==> src/rtl/bsi_pkg.sv <==
package bsi_pkg;

    localparam int unsigned FLAG_N = 3;
    localparam int unsigned LIVE_N = 2;

    localparam logic ADDR_CLEAR  = 1'b0;
    localparam logic ADDR_ENABLE = 1'b1;

    typedef enum logic [1:0] {
        TRIG_ANY_EDGE,
        TRIG_RISE,
        TRIG_PULSE
    } trig_e;

    typedef enum logic {
        FLAG_CLEAR,
        FLAG_SET
    } flag_state_e;

    function automatic trig_e trig_of(input int unsigned idx);
        case (idx)
            0:       return TRIG_ANY_EDGE;
            1:       return TRIG_RISE;
            default: return TRIG_PULSE;
        endcase
    endfunction

endpackage

==> src/rtl/bsi_trigger.sv <==
module bsi_trigger #(
    parameter bsi_pkg::trig_e MODE = bsi_pkg::TRIG_PULSE
) (
    input  logic clk,
    input  logic rst_n,
    input  logic src,
    output logic fire
);

    generate
        if (MODE == bsi_pkg::TRIG_PULSE) begin : g_pulse
            always_comb fire = src;
        end else begin : g_edge
            logic prev_q;

            always_ff @(posedge clk) begin
                if (!rst_n) begin
                    prev_q <= 1'b0;
                end else begin
                    prev_q <= src;
                end
            end

            if (MODE == bsi_pkg::TRIG_RISE) begin : g_rise
                always_comb fire = src & ~prev_q;
            end else begin : g_any
                always_comb fire = src ^ prev_q;
            end
        end
    endgenerate

endmodule

==> src/rtl/bsi_sticky_flag.sv <==
module bsi_sticky_flag (
    input  logic clk,
    input  logic rst_n,
    input  logic set_evt,
    input  logic clr_req,
    output logic held
);

    bsi_pkg::flag_state_e state_q;
    bsi_pkg::flag_state_e state_d;

    always_ff @(posedge clk) begin
        if (!rst_n) begin
            state_q <= bsi_pkg::FLAG_CLEAR;
        end else begin
            state_q <= state_d;
        end
    end

    always_comb begin
        state_d = state_q;
        held    = 1'b0;
        unique case (state_q)
            bsi_pkg::FLAG_CLEAR: begin
                if (set_evt) begin
                    state_d = bsi_pkg::FLAG_SET;
                end
            end
            bsi_pkg::FLAG_SET: begin
                held = 1'b1;
                if (clr_req && !set_evt) begin
                    state_d = bsi_pkg::FLAG_CLEAR;
                end
            end
        endcase
    end

endmodule

==> src/rtl/bsi_enable_reg.sv <==
module bsi_enable_reg #(
    parameter int unsigned N = 3
) (
    input  logic         clk,
    input  logic         rst_n,
    input  logic         load,
    input  logic [N-1:0] din,
    output logic [N-1:0] q
);

    always_ff @(posedge clk) begin
        if (!rst_n) begin
            q <= '0;
        end else if (load) begin
            q <= din;
        end
    end

endmodule

==> src/rtl/bsi_irq_merge.sv <==
module bsi_irq_merge #(
    parameter int unsigned N = 3
) (
    input  logic [N-1:0] flags,
    input  logic [N-1:0] mask,
    output logic         irq
);

    always_comb irq = |(flags & mask);

endmodule

==> src/rtl/bert_status_irq.sv <==
module bert_status_irq (
    input  logic                       clk,
    input  logic                       rst_n,
    input  logic                       live_oos,
    input  logic                       live_errcnt_nz,
    input  logic                       bit_err_evt,
    input  logic                       wr_en,
    input  logic                       wr_addr,
    input  logic [bsi_pkg::FLAG_N-1:0] wr_data,
    output logic [bsi_pkg::LIVE_N-1:0] live_status,
    output logic [bsi_pkg::FLAG_N-1:0] latched,
    output logic [bsi_pkg::FLAG_N-1:0] enables,
    output logic                       irq
);

    localparam int unsigned N = bsi_pkg::FLAG_N;

    logic [N-1:0] src_vec;
    logic [N-1:0] fire_vec;
    logic [N-1:0] clr_vec;
    logic         en_load;

    always_comb begin
        live_status = {live_errcnt_nz, live_oos};
        src_vec     = {bit_err_evt, live_errcnt_nz, live_oos};
        clr_vec     = (wr_en && wr_addr == bsi_pkg::ADDR_CLEAR) ? wr_data : '0;
        en_load     = wr_en && wr_addr == bsi_pkg::ADDR_ENABLE;
    end

    generate
        for (genvar i = 0; i < N; i++) begin : g_flag
            bsi_trigger #(
                .MODE(bsi_pkg::trig_of(i))
            ) u_trig (
                .clk  (clk),
                .rst_n(rst_n),
                .src  (src_vec[i]),
                .fire (fire_vec[i])
            );

            bsi_sticky_flag u_flag (
                .clk    (clk),
                .rst_n  (rst_n),
                .set_evt(fire_vec[i]),
                .clr_req(clr_vec[i]),
                .held   (latched[i])
            );
        end
    endgenerate

    bsi_enable_reg #(.N(N)) u_en (
        .clk  (clk),
        .rst_n(rst_n),
        .load (en_load),
        .din  (wr_data),
        .q    (enables)
    );

    bsi_irq_merge #(.N(N)) u_irq (
        .flags(latched),
        .mask (enables),
        .irq  (irq)
    );

endmodule

==> config.mk <==
export PLATFORM = sky130hd
export DESIGN_NAME = bert_status_irq
export DESIGN_NICKNAME = d
export VERILOG_FILES = /design/src/rtl/bsi_pkg.sv /design/src/rtl/bsi_trigger.sv /design/src/rtl/bsi_sticky_flag.sv /design/src/rtl/bsi_enable_reg.sv /design/src/rtl/bsi_irq_merge.sv /design/src/rtl/bert_status_irq.sv
export SDC_FILE = /design/constraint.sdc
export NUM_CORES = 1
export LEC_CHECK = 0
export ABC_AREA = 1
export BUFFER_PORTS_ARGS = -buffer_cell sky130_fd_sc_hd__buf_2
export CAP_MARGIN = 20
export CORE_AREA = 2 2 39 41
export CTS_BUF_LIST = sky130_fd_sc_hd__clkbuf_4 sky130_fd_sc_hd__clkbuf_8
export DETAILED_ROUTE_END_ITERATION = 10
export DIE_AREA = 0 0 41 43
export HOLD_SLACK_MARGIN = 0.08
export SLEW_MARGIN = 20
export SYNTH_ARGS = -nofsm -noshare
export SYNTH_HDL_FRONTEND = slang
export SYNTH_HIERARCHICAL = 1
export SYNTH_SLANG_ARGS = --single-unit
export TNS_END_PERCENT = 100
==> constraint.sdc <==
create_clock -name clk -period 1.9 [get_ports clk]
set_input_delay 0.19 -clock clk [delete_from_list [all_inputs] [get_ports clk]]
set_output_delay 0.19 -clock clk [all_outputs]
set_load 0.01 [all_outputs]
# After elaboration in Yosys (flattened, before gate mapping)
# Cells that the tools add are included.
[op_classes]
mux = 13
n_bitwise = 8
n_reduce_logical = 9
[op_table]
columns = ["operator", "n"]
rows = [
  ["1-bit two-way mux", 9],
  ["1-bit one-hot mux with 2 select lines", 3],
  ["1-bit logical AND", 5],
  ["1-bit NOT", 5],
  ["3-bit bitwise AND", 1],
  ["1-bit zero test", 3],
  ["3-bit two-way mux", 1],
  ["3-bit OR reduction", 1],
  ["1-bit bitwise AND", 1],
  ["1-bit bitwise XOR", 1],
]
[totals]
ff_bits = 8
out_inout_bits = 9

# Depth between registers and ports, before layout
# Gate-level depths: netlist of the first run.
[logic_depth]
word_depth = 6
depth_mapped = 6
mapped_depth_nobuf = 6

# Cells and area by module
# The synthesis of the first run kept the hierarchy.
[modules_own_cells]
columns = ["module", "n_inst", "cells_per_inst", "area_each_um2", "seq_area_each_um2"]
rows = [
  ["bsi_sticky_flag", 3, 6, 43.8, 20.0],
  ["bsi_enable_reg", 1, 18, 116.4, 60.1],
  ["bert_status_irq", 1, 12, 55.1, 0.0],
  ["bsi_trigger at g_flag[0].u_trig", 1, 8, 46.3, 20.0],
  ["bsi_trigger at g_flag[1].u_trig", 1, 5, 37.5, 20.0],
  ["bsi_irq_merge", 1, 4, 16.3, 0.0],
  ["bsi_trigger at g_flag[2].u_trig", 1, 1, 7.5, 0.0],
]

# Worst setup path after synthesis of the first run
# OpenSTA, ideal clock, no wires.
[synth_path]
kind = "reg-to-output"
startpoint = "register g_flag[1].u_flag.state_q"
endpoint = "output port irq"
t_arrival_ps = 556
required_ps = 1710
path_slack_ps = 1154
path_stages_with_launch = 3
path_buffers = 0
cell_sequence = "dfxtp_1 > nand2_1 > nand3_1"
[synth_via]
elab_chain_len = 3
[synth_lines]
columns = ["item", "line", "source"]
rows = [
  ["start: declaration", "bsi_sticky_flag.sv:9", "bsi_pkg::flag_state_e state_q;"],
  ["start signal: assignment", "bsi_sticky_flag.sv:14", "state_q <= bsi_pkg::FLAG_CLEAR;"],
  ["start signal: assignment", "bsi_sticky_flag.sv:16", "state_q <= state_d;"],
  ["1-bit two-way mux", "bsi_sticky_flag.sv:23", "unique case (state_q)"],
  ["3-bit bitwise AND", "bsi_irq_merge.sv:9", "always_comb irq = |(flags & mask);"],
  ["3-bit OR reduction", "bsi_irq_merge.sv:9", ""],
  ["end: declaration", "bert_status_irq.sv:13", "output logic irq"],
]
# No other way between the ends.

# Worst setup path after layout of the first run
# Ends and elaborated chain as after synthesis.

==> metrics.md, run 1 <==
| Metric | Value |
|---|---|
| Detailed-placement wirelength estimate | 614 microns |
| RSZ-0062 raised after global routing | false |
| Synth top area share | 39.0% |
| Hold Startpoint | live_errcnt_nz |
| CTS Buf Count | 3 |
| Setup_tns | 0 ns |
| CTS max path bufs | 2 |
| Vias in the first global route | 314 |
| Post-route ant nets | 0 |
| Ys Warns | 6 |
| Clk_lat worst skew | 0.25 ns |
| Worst Setup SP | g_flag[1].u_flag/state_q$_SDFF_PN0_ |
| Most common cell in the netlist | inv_1 |
| Area growth from synthesis to layout | 26.8% |
| GRT Residual Overflow | 0 |
| FF-to-FF setup slack | 1.23 ns |
| Final hold slack | 0.145 ns |
| CTS tree | built |
| Final worst path period share | 55.6% |
| Share of layout cells above drive strength 1 | 31.0% |
| Synth area leader | dfxtp_1 |
| Final wirelength | 752 microns |
| Die Ht | 43 microns |
| Max-cap viol count | 0 |
| Netlist cell types | 9 |
| Drt drc | 0 |
| Critical R2R Launch | g_flag[0].u_trig/g_edge.prev_q$_SDFF_PN0_ |
| Gr usage total | 9.97% |
| Flops & latches, synth | 8 |
| Mapped cell area | 410 sq um |
| Synth Instances | 66 |
| Compound-Gate Fraction of Synth Area | 6.40% |
| First-pass GRT wire length | 1130 microns |
| Largest vdd supply drop | 0.377 mV |
| CP endpoint kind | output port |
| Fillers | 156 |
| Fin. max-slew vios | 0 |
| Post-CTS setup buffer count | 0 |
| DRT iter0 DRCs | 4 |
| CP Launch Type | flip-flop |
| Outcome | completed |
| Post-synth top cells | 22 x inv_1, 18 x nand2_1, 9 x nor2_1 |
| Pwr dens | 734 nW/um^2 |
| Rows | 14 |
| Antenna cells | 0 |
| Vias post-DR | 390 |
| Fin nets | 96 |
| I/O Buffers | 18 |
| # hold bufs at CTS | 0 |
| DRT Pass-1 Iters | 4 |
| Setup violators final | 0 |
| Largest net degree at the start of global routing | 9 |
| Clock-pin slew on the worst setup and hold paths | 0.05 ns |
| XOR/XNOR share of the synthesized area | 0% |
| Largest family of logic cells by synthesized area | simple AND/OR/NAND/NOR gates |
| Syn_area_per_cell | 6.22 sq um |
| Fmax | 947 MHz |
| Slew headroom | 87.6% |
| Hold WC Path Type | in2reg |
| Critical path peak fanout | 3 |
| CTS resizes | 0 |
| Mux share of post-synthesis cell area | 0% |
| Final Skew | 0.000416 ns |
| Initial antenna violation count | 0 |
| Core Region | 1380 sq um |
| WL/cell | 7.52 microns |
| DR vias/cell | 3.90 |
| Final Hold Fails | 0 |
| Critical Path RT | 1.71 ns |
| Gpl congestion | 0.762 |
| Worst-Margin Slew | 0.186 ns |
| FFs w/ async S/R, synth | 0% |
| CTS Sinks | 8 |
| Tmin final | 1.06 ns |
| Post-synth EDFFs | 0 |
| Most used flip-flop cell after synthesis | dfxtp_1 |
| CTS Root Cell | clkbuf_4 |
| Starting density of the core | 29.7% |
| Top Ports | 19 |
| Leakage power | 0.337 nW |
| Htree depth | 1 |
| Syn_nets | 76 |
| WS Path Type | reg2out |
| Sequential share of the synthesized area | 39.0% |
| Die ar. | 1760 sq um |
| Crit path arrival time | 0.87 ns |
| Top post-synthesis cells by area | dfxtp_1 39%, inv_1 20%, nand2_1 16% |
| Die Width | 41 microns |
| Post-synthesis adder-cell area fraction | 0% |
| Post-synthesis simple-gate area fraction | 29.0% |
[sequential cells by signal, summed over array words and instances, names as in the netlist]
register	cells
g_flag.u_flag/state_q	3
g_flag.u_trig/g_edge.prev_q	2
u_en/q	3
[report_power, final]
group          total (W)  switching [W]  internal, W  leakage [nW]
logic          0.0000672      0.0000379    0.0000293         0.256
registers       0.000187     0.00000730     0.000180        0.0665
clock network   0.000128      0.0000557    0.0000722        0.0138
[path summary, 6_finish.rpt]
path              cells past startpoint                                         to
setup / recovery                      3                                        irq
hold / removal                        3  g_flag[1].u_trig/g_edge.prev_q$_SDFF_PN0_
setup reg to reg                      5        g_flag[0].u_flag/state_q$_SDFF_PN0_
hold reg to reg                       2        g_flag[0].u_flag/state_q$_SDFF_PN0_
[layer usage]
layer  track usage [%]  vias up  wire length (microns)
met5                 0        -                      0
met4              6.00        0                      0
met3              4.71        0                     42
met2              14.7        7                    364
met1              11.0      167                    345
li1                  -      216                      -
[cells by family after synthesis]
kind of cell | count (synthesis)
and+or+nand+nor | 30
AOI/OAI and AO/OA | 3
DFF | 8
buffers and inverters | 25
[metrics by stage]
step                      power, W  std cells  setup slack [ns]  util [%]  instance area, sq um
after floorplan           0.000232         66              1.15         -                   410
after global placement    0.000257         97              1.10      36.0                   498
after detailed placement  0.000259         97              1.11      36.0                   498
after CTS                 0.000389        100             0.830      37.6                   520
after global routing      0.000404        100             0.774      37.6                   520
final                     0.000382        100             0.844      37.6                   520
[layout by cell type, fill, tap and decap left out, drive strengths merged]
master	n
buf	18
inv	22
a21oi	3
clkbuf	3
dfxtp	8
nand3	1
nor2	10
nand2	19
[critical path, stage by stage (launching register included)]
cell     delay, ns
dfxtp_1       0.35
nand2_1       0.06
nand3_1       0.08
buf_2         0.13
[cell type report]
cell class                      count  area (sq um)  area share (%)
Clock buffer                        3          22.5            4.33
Inverter                           22          82.6            15.9
Multi-Input combinational cell     33           145            27.9
Sequential cell                     8           160            30.8
Tap cell                           16          20.0            3.85
Timing Repair Buffer               18          90.1            17.3
No activity file was read; power rests on OpenSTA's default activity.
==> run 2, diff against run 1 <==
Clock period 1.9 ns to 1 ns, I/O delays scaled along.
==> metrics.md, run 2 (same netlist as run 1, synthesis figures left out) <==
| Metric | Value |
|---|---|
| Worst-Margin Slew | 0.176 ns (-0.0102 ns) |
| Sequential Power Share | 48.5% (-0.4 points) |
| Final wirelength | 780 microns (+3.7%) |
| P_sw | 0.000199 W (+97%) |
| Top flop regs | g_flag.u_flag/state_q x3, u_en/q x3, g_flag.u_trig/g_edge.prev_q x2 |
| Core Region | 1380 sq um (unchanged) |
| Most frequent cells in the layout | 22 x inv_1, 17 x nand2_1, 17 x buf_2, 9 x nor2_1, 5 x dfxtp_2 |
| Uppermost layer routed | met3 |
| Crit path arrival time | 0.84 ns (-0.03 ns) |
| CTS Root Cell | clkbuf_4 |
| Setup violators final | 0 (unchanged) |
| Critical path peak fanout | 3 (unchanged) |
| Final Skew | 0.00388 ns (+0.00346 ns) |
| Die Ht | 43 microns (unchanged) |
| Share of layout cells above drive strength 1 | 36.5% (+5.5 points) |
| Clk_lat worst skew | 0.25 ns (about the same) |
| Die ar. | 1760 sq um (unchanged) |
| Final worst path period share | 94.3% |
| WL/cell | 7.72 microns (+2.7%) |
| Routed wire length on met3 | 38 microns (-9.5%) |
| Critical R2R Launch | g_flag[0].u_trig/g_edge.prev_q$_SDFF_PN0_ |
| Sw Ratio | 26.8% (+0.44 points) |
| Combinational Power Share | 18.0% (+0.4 points) |
| Final Non-Filler Cells | 101 (+1.0%) |
| Rows | 14 (unchanged) |
| CP Launch Type | flip-flop |
| Fmax | 1060 MHz |
| Gpl congestion | 0.762 (about the same) |
| WS Path Type | reg2out |
| Clock power frac | 33.6% (about the same) |
| P_int | 0.000542 W (+93%) |
| I/O Buffers | 18 (unchanged) |
| Multi-input gate area | 148 sq um (+1.7%) |
| Initial antenna violation count | 0 (unchanged) |
| CP endpoint kind | output port |
| Vias post-DR | 391 (+0.26%) |
| Largest net degree at the start of global routing | 9 (unchanged) |
| Metal2 WL | 390 microns (+7.1%) |
| DRT iter0 DRCs | 8 (+4) |
| Fin. max-slew vios | 0 (unchanged) |
| Worst Setup SP | g_flag[1].u_flag/state_q$_SDFF_PN0_ |
| CTS Buf Count | 3 (unchanged) |
| Htree depth | 1 (unchanged) |
| Antenna cells | 0 (unchanged) |
| Top Ports | 19 (unchanged) |
| Drt drc | 0 (unchanged) |
| Detailed-placement wirelength estimate | 621 microns (+1.2%) |
| Gr usage total | 10.7% (+0.70 points) |
| Final core utilization | 39.3% (+1.7 points) |
| Critical Path RT | 0.90 ns (-0.81 ns) |
| FF-to-FF setup slack | 0.32 ns (-0.91 ns) |
| Pwr dens | 1360 nW/um^2 (+85%) |
| Setup_tns | 0 ns (unchanged) |
| WL met1 | 351 microns (+1.7%) |
| Largest vdd supply drop | 0.639 mV (+70%) |
| GRT Residual Overflow | 0 (unchanged) |
| Slew headroom | 88.3% (+0.68 points) |
| Vias in the first global route | 345 (+9.9%) |
| Final Hold Fails | 0 (unchanged) |
| Tmin final | 0.943 ns |
| RSZ-0062 raised after global routing | false |
| Post-route ant nets | 0 (unchanged) |
| Fillers | 160 (+2.6%) |
| Hold WC Path Type | in2reg |
| CTS max path bufs | 2 (unchanged) |
| Max-cap viol count | 0 (unchanged) |
| Commonest non-fill, non-tap cell in the layout | inv_1 |
| Clock-pin slew on the worst setup and hold paths | 0.06 ns (about the same) |
| Capture point of the critical path | irq |
| CTS tree | built |
| Starting density of the core | 29.7% (unchanged) |
| Area growth from synthesis to layout | 32.6% |
| Worst r2r path cells | 5 (unchanged) |
| Fin nets | 97 (+1.0%) |
| Die Width | 41 microns (unchanged) |
| Leakage power | 0.343 nW (+1.9%) |
| First-pass GRT wire length | 1240 microns (+9.2%) |
| Post-CTS setup buffer count | 0 (unchanged) |
| CTS Sinks | 8 (unchanged) |
| DR vias/cell | 3.87 (-0.74%) |
| DRT Pass-1 Iters | 4 (unchanged) |
| Register Area | 166 sq um (+3.9%) |
| Placed Instances | 97 (unchanged) |
| Outcome | completed |
| RR Endpoint | g_flag[0].u_flag/state_q$_SDFF_PN0_ |
## run 2: changes by cell type in the layout (fill, tap and decap cells not counted), sizes merged
cell,change
buf,-1
dlygate4sd3,+2
## run 2: power by group through the flow
stage | logic [W] | clock network, W | registers [W]
floorplan | 0.0000716 | 0 | 0.000369
global placement | 0.000128 | 0 | 0.000361
detailed placement | 0.000130 | 0 | 0.000362
CTS | 0.000137 | 0.000259 | 0.000355
global route | 0.000150 | 0.000262 | 0.000361
finish | 0.000133 | 0.000249 | 0.000359
## run 2: worst min path at each step
stage / from / end / slack (ns) / cells after the start
global route: bit_err_evt / g_flag[2].u_flag/state_q$_SDFF_PN0_ / 0.09 / 3
global placement: live_errcnt_nz / g_flag[1].u_trig/g_edge.prev_q$_SDFF_PN0_ / 0.31 / 3
detailed placement: live_errcnt_nz / g_flag[1].u_trig/g_edge.prev_q$_SDFF_PN0_ / 0.31 / 3
CTS: bit_err_evt / g_flag[2].u_flag/state_q$_SDFF_PN0_ / 0.08 / 3
finish: bit_err_evt / g_flag[2].u_flag/state_q$_SDFF_PN0_ / 0.08 / 3
floorplan: live_oos / g_flag[0].u_trig/g_edge.prev_q$_SDFF_PN0_ / 0.19 / 2
## run 2: layer usage
| layer | GRT usage [%] | vias up |
|---|---|---|
| li1 | - | 217 |
| met1 | 11.7 | 165 |
| met2 | 16.3 | 9 |
| met3 | 4.71 | 0 |
| met4 | 6.00 | 0 |
| met5 | 0 | - |
## run 2: area by class of cell
type                    count  area share, %
inverters                  22           15.2
multi-input cells          33           27.1
clock buffers               3           4.14
repair buffers             19           19.3
well taps                  16           3.68
flip-flops and latches      8           30.6
## run 2: worst max-delay path, cell delays in order (launching register included)
cell,delay (ns)
dfxtp_2,0.32
nand2_1,0.06
nand3_1,0.07
buf_2,0.14
## run 2: timing repair
action,4_1_cts,5_1_grt
hold buffers,2,0
endpoints found under the setup margin,0,2
hold endpoints to repair,2,0
gates resized for setup,0,6
## run 2: through the flow
step	hold WS (ns)	setup slack [ns]	instance area, sq um	power (W)
after floorplan	0.193	0.344	410	0.000441
after global placement	0.306	0.293	498	0.000489
after detailed placement	0.312	0.297	498	0.000491
after CTS	0.0824	0.00781	541	0.000750
after global routing	0.0870	0.00412	544	0.000774
final	0.0833	0.0572	544	0.000740
==> run 3, diff against run 2 <==
Settings changed: ABC_AREA 1 to not set.
==> metrics.md, run 3 <==
| Metric | Value |
|---|---|
| Outcome | complete, but fails checks |
| Failing checks | negative setup slack |
| Fmax | 846 MHz (-20%) |
| Fin nets | 65 (-33%) |
| Core Region | 1380 sq um (unchanged) |
| Leakage power | 0.264 nW (-23%) |
| Netlist cell types | 12 (+3) |
| RSZ-0062 raised after global routing | true |
| Starting density of the core | 27.4% (-2.3 points) |
| WL/cell | 10.7 microns (+38%) |
| Die Ht | 43 microns (unchanged) |
| Initial antenna violation count | 0 (unchanged) |
| P_sw | 0.000166 W (-16%) |
| Gr usage total | 10.8% (+0.079 points) |
| Clock-pin slew on the worst setup and hold paths | 0.05 ns (about the same) |
| Vias post-DR | 303 (-23%) |
| Synth area leader | dfxtp_1 |
| Top Ports | 19 (unchanged) |
| CTS Root Cell | clkbuf_4 |
| Ys Warns | 6 (unchanged) |
| Gpl congestion | 0.648 (-15%) |
| Max-cap viol count | 0 (unchanged) |
| Mapped cell area | 379 sq um (-7.6%) |
| Pwr dens | 1400 nW/um^2 (+2.9%) |
| Most common cell in the netlist | dfxtp_1 |
| Htree depth | 1 (unchanged) |
| Critical path buffers and inverters | 2 (+1) |
| I/O Buffers | 18 (unchanged) |
| Top post-synthesis cells by area | dfxtp_1 42%, nor2b_4 15%, mux2i_1 7.9% |
| Final Skew | 0.00441 ns (+0.000527 ns) |
| Sequential share of the synthesized area | 42.2% (+3.2 points) |
| Fin. max-slew vios | 0 (unchanged) |
| DRT iter0 DRCs | 2 (-6) |
| Vias in the first global route | 317 (-8.1%) |
| Power Total | 0.000718 W (-3.0%) |
| Setup violators final | 1 (+1) |
| Post-route ant nets | 0 (unchanged) |
| Drt drc | 0 (unchanged) |
| Final wirelength | 735 microns (-5.8%) |
| Final worst path period share | 118% (+24 points) |
| Final core utilization | 37.1% (-2.3 points) |
| Hold WC Path Type | in2reg |
| Antenna cells | 0 (unchanged) |
| Syn_nets | 43 (-43%) |
| P_int | 0.000552 W (+1.9%) |
| Most used flip-flop cell after synthesis | dfxtp_1 |
| Syn_area_per_cell | 11.5 sq um (+85%) |
| Rows | 14 (unchanged) |
| Flops & latches, synth | 8 (unchanged) |
| Crit path max-delay family | flip-flops |
| Clk_lat worst skew | 0.25 ns (about the same) |
| Largest vdd supply drop | 0.555 mV (-13%) |
| Fillers | 150 (-6.3%) |
| Highest-delay cell along the critical path | dfxtp_2 |
| Critical Path RT | 0.90 ns (about the same) |
| CTS Sinks | 8 (unchanged) |
| First-pass GRT wire length | 1260 microns (+1.6%) |
| Share of layout cells above drive strength 1 | 52.8% (+16 points) |
| Synth top area share | 42.2% (+3.2 points) |
| Die ar. | 1760 sq um (unchanged) |
| Sw Ratio | 23.2% (-3.7 points) |
| Area growth from synthesis to layout | 35.3% |
| GRT Residual Overflow | 0 (unchanged) |
| Worst-Margin Slew | 0.267 ns (+0.0912 ns) |
| CTS Buf Count | 3 (unchanged) |
| Critical path peak fanout | 2 (-1) |
| Setup_tns | -0.183 ns (-0.183 ns) |
| Most frequent cells in the layout | 17 x buf_2, 7 x dfxtp_1, 4 x nor2b_4 |
| Detailed-placement wirelength estimate | 581 microns (-6.5%) |
| Largest net degree at the start of global routing | 9 (unchanged) |
| CP peak stage delay | 0.32 ns (about the same) |
| Combinational Power Share | 17.6% (-0.4 points) |
| Synth Instances | 33 (-50%) |
| Final Hold Fails | 0 (unchanged) |
| Clock power frac | 33.1% (-0.5 points) |
| CP endpoint kind | output port |
| Die Width | 41 microns (unchanged) |
| CTS tree | built |
| Post-synth top cells | 8 x dfxtp_1, 4 x nor2b_4 |
| Crit path arrival time | 1.08 ns (+0.24 ns) |
| Tmin final | 1.18 ns (+0.240 ns) |
| Worst-path cell chain | a222oi_1 > inv_1 > buf_2 |
| Post-synth EDFFs | 0 (unchanged) |
| DR vias/cell | 4.39 (+13%) |
| Commonest non-fill, non-tap cell in the layout | buf_2 |
| FFs w/ async S/R, synth | 0% (unchanged) |
| Sequential Power Share | 49.3% (+0.8 points) |
| CTS max path bufs | 2 (unchanged) |
| WS Path Type | reg2out |
| Top flop regs | g_flag.u_flag/state_q x3, u_en/q x3, g_flag.u_trig/g_edge.prev_q x2 |
| Final Worst Setup Slack | -0.183 ns (-0.240 ns) |
| Slew headroom | 82.2% (-6.1 points) |
| CP Launch Type | flip-flop |
| DRT Pass-1 Iters | 4 (unchanged) |
run 3: final cells by class:
cell class | instances | area, sq um | share of cell area (%)
sequential | 8 | 161 | 31.5
clock buffer | 3 | 22.5 | 4.39
timing repair buffer | 20 | 113 | 22.0
multi-input combinational | 21 | 193 | 37.6
inverter | 1 | 3.75 | 0.732
tap | 16 | 20.0 | 3.90
run 3: logic make-up (layout without fill, tap and decap cells):
| group | after synthesis | after routing | share of synthesized area [%] |
|---|---|---|---|
| buffers and inverters | 4 | 24 | 6.93 |
| flip-flops | 8 | 8 | 42.2 |
| AO/OA/AOI/OAI | 4 | 4 | 8.58 |
| AND/OR/NAND/NOR | 13 | 13 | 32.0 |
| XOR/XNOR | 1 | 1 | 2.31 |
| multiplexers | 3 | 3 | 7.92 |
run 3: metal layers:
layer	GRT usage [%]	routed length [microns]
met5	0	0
met4	10.0	14
met3	1.57	66
met2	14.7	309
met1	13.5	345
run 3: stage by stage:
step                      instance area [sq um]  setup slack, ns  hold WS, ns  instances
after floorplan                             379            0.140        0.217         33
after global placement                      467           0.0915        0.311         64
after detailed placement                    467           0.0745        0.323         64
after CTS                                   518           -0.197       0.0913         70
after global routing                        513           -0.259        0.117         69
final                                       513           -0.183       0.0991         69
run 3: what timing repair did:
action                                 CTS  global route
gates resized for setup                  1             0
buffers inserted                         1             0
endpoints found under the hold margin    2             0
setup endpoints to repair                1             2
pin swaps                                1             0
hold buffers                             2             0
run 3: power groups by stage:
stage	Clock (W)	Sequential (W)	Combinational [W]
after global placement	0	0.000360	0.000119
after floorplan	0	0.000366	0.0000692
after CTS	0.000253	0.000355	0.000130
after detailed placement	0	0.000361	0.000120
after global routing	0.000264	0.000357	0.000141
final	0.000238	0.000354	0.000126
run 3: worst paths after layout:
check                              start                                         to  slack (ns)  cells past startpoint
setup / recovery  u_en/q[0]$_SDFFE_PN0P_                                        irq       -0.18                      3
hold / removal                  live_oos  g_flag[0].u_trig/g_edge.prev_q$_SDFF_PN0_         0.1                      2
setup reg to reg  u_en/q[0]$_SDFFE_PN0P_                     u_en/q[0]$_SDFFE_PN0P_        0.27                      3
hold reg to reg   u_en/q[2]$_SDFFE_PN0P_                     u_en/q[2]$_SDFFE_PN0P_        0.54                      2
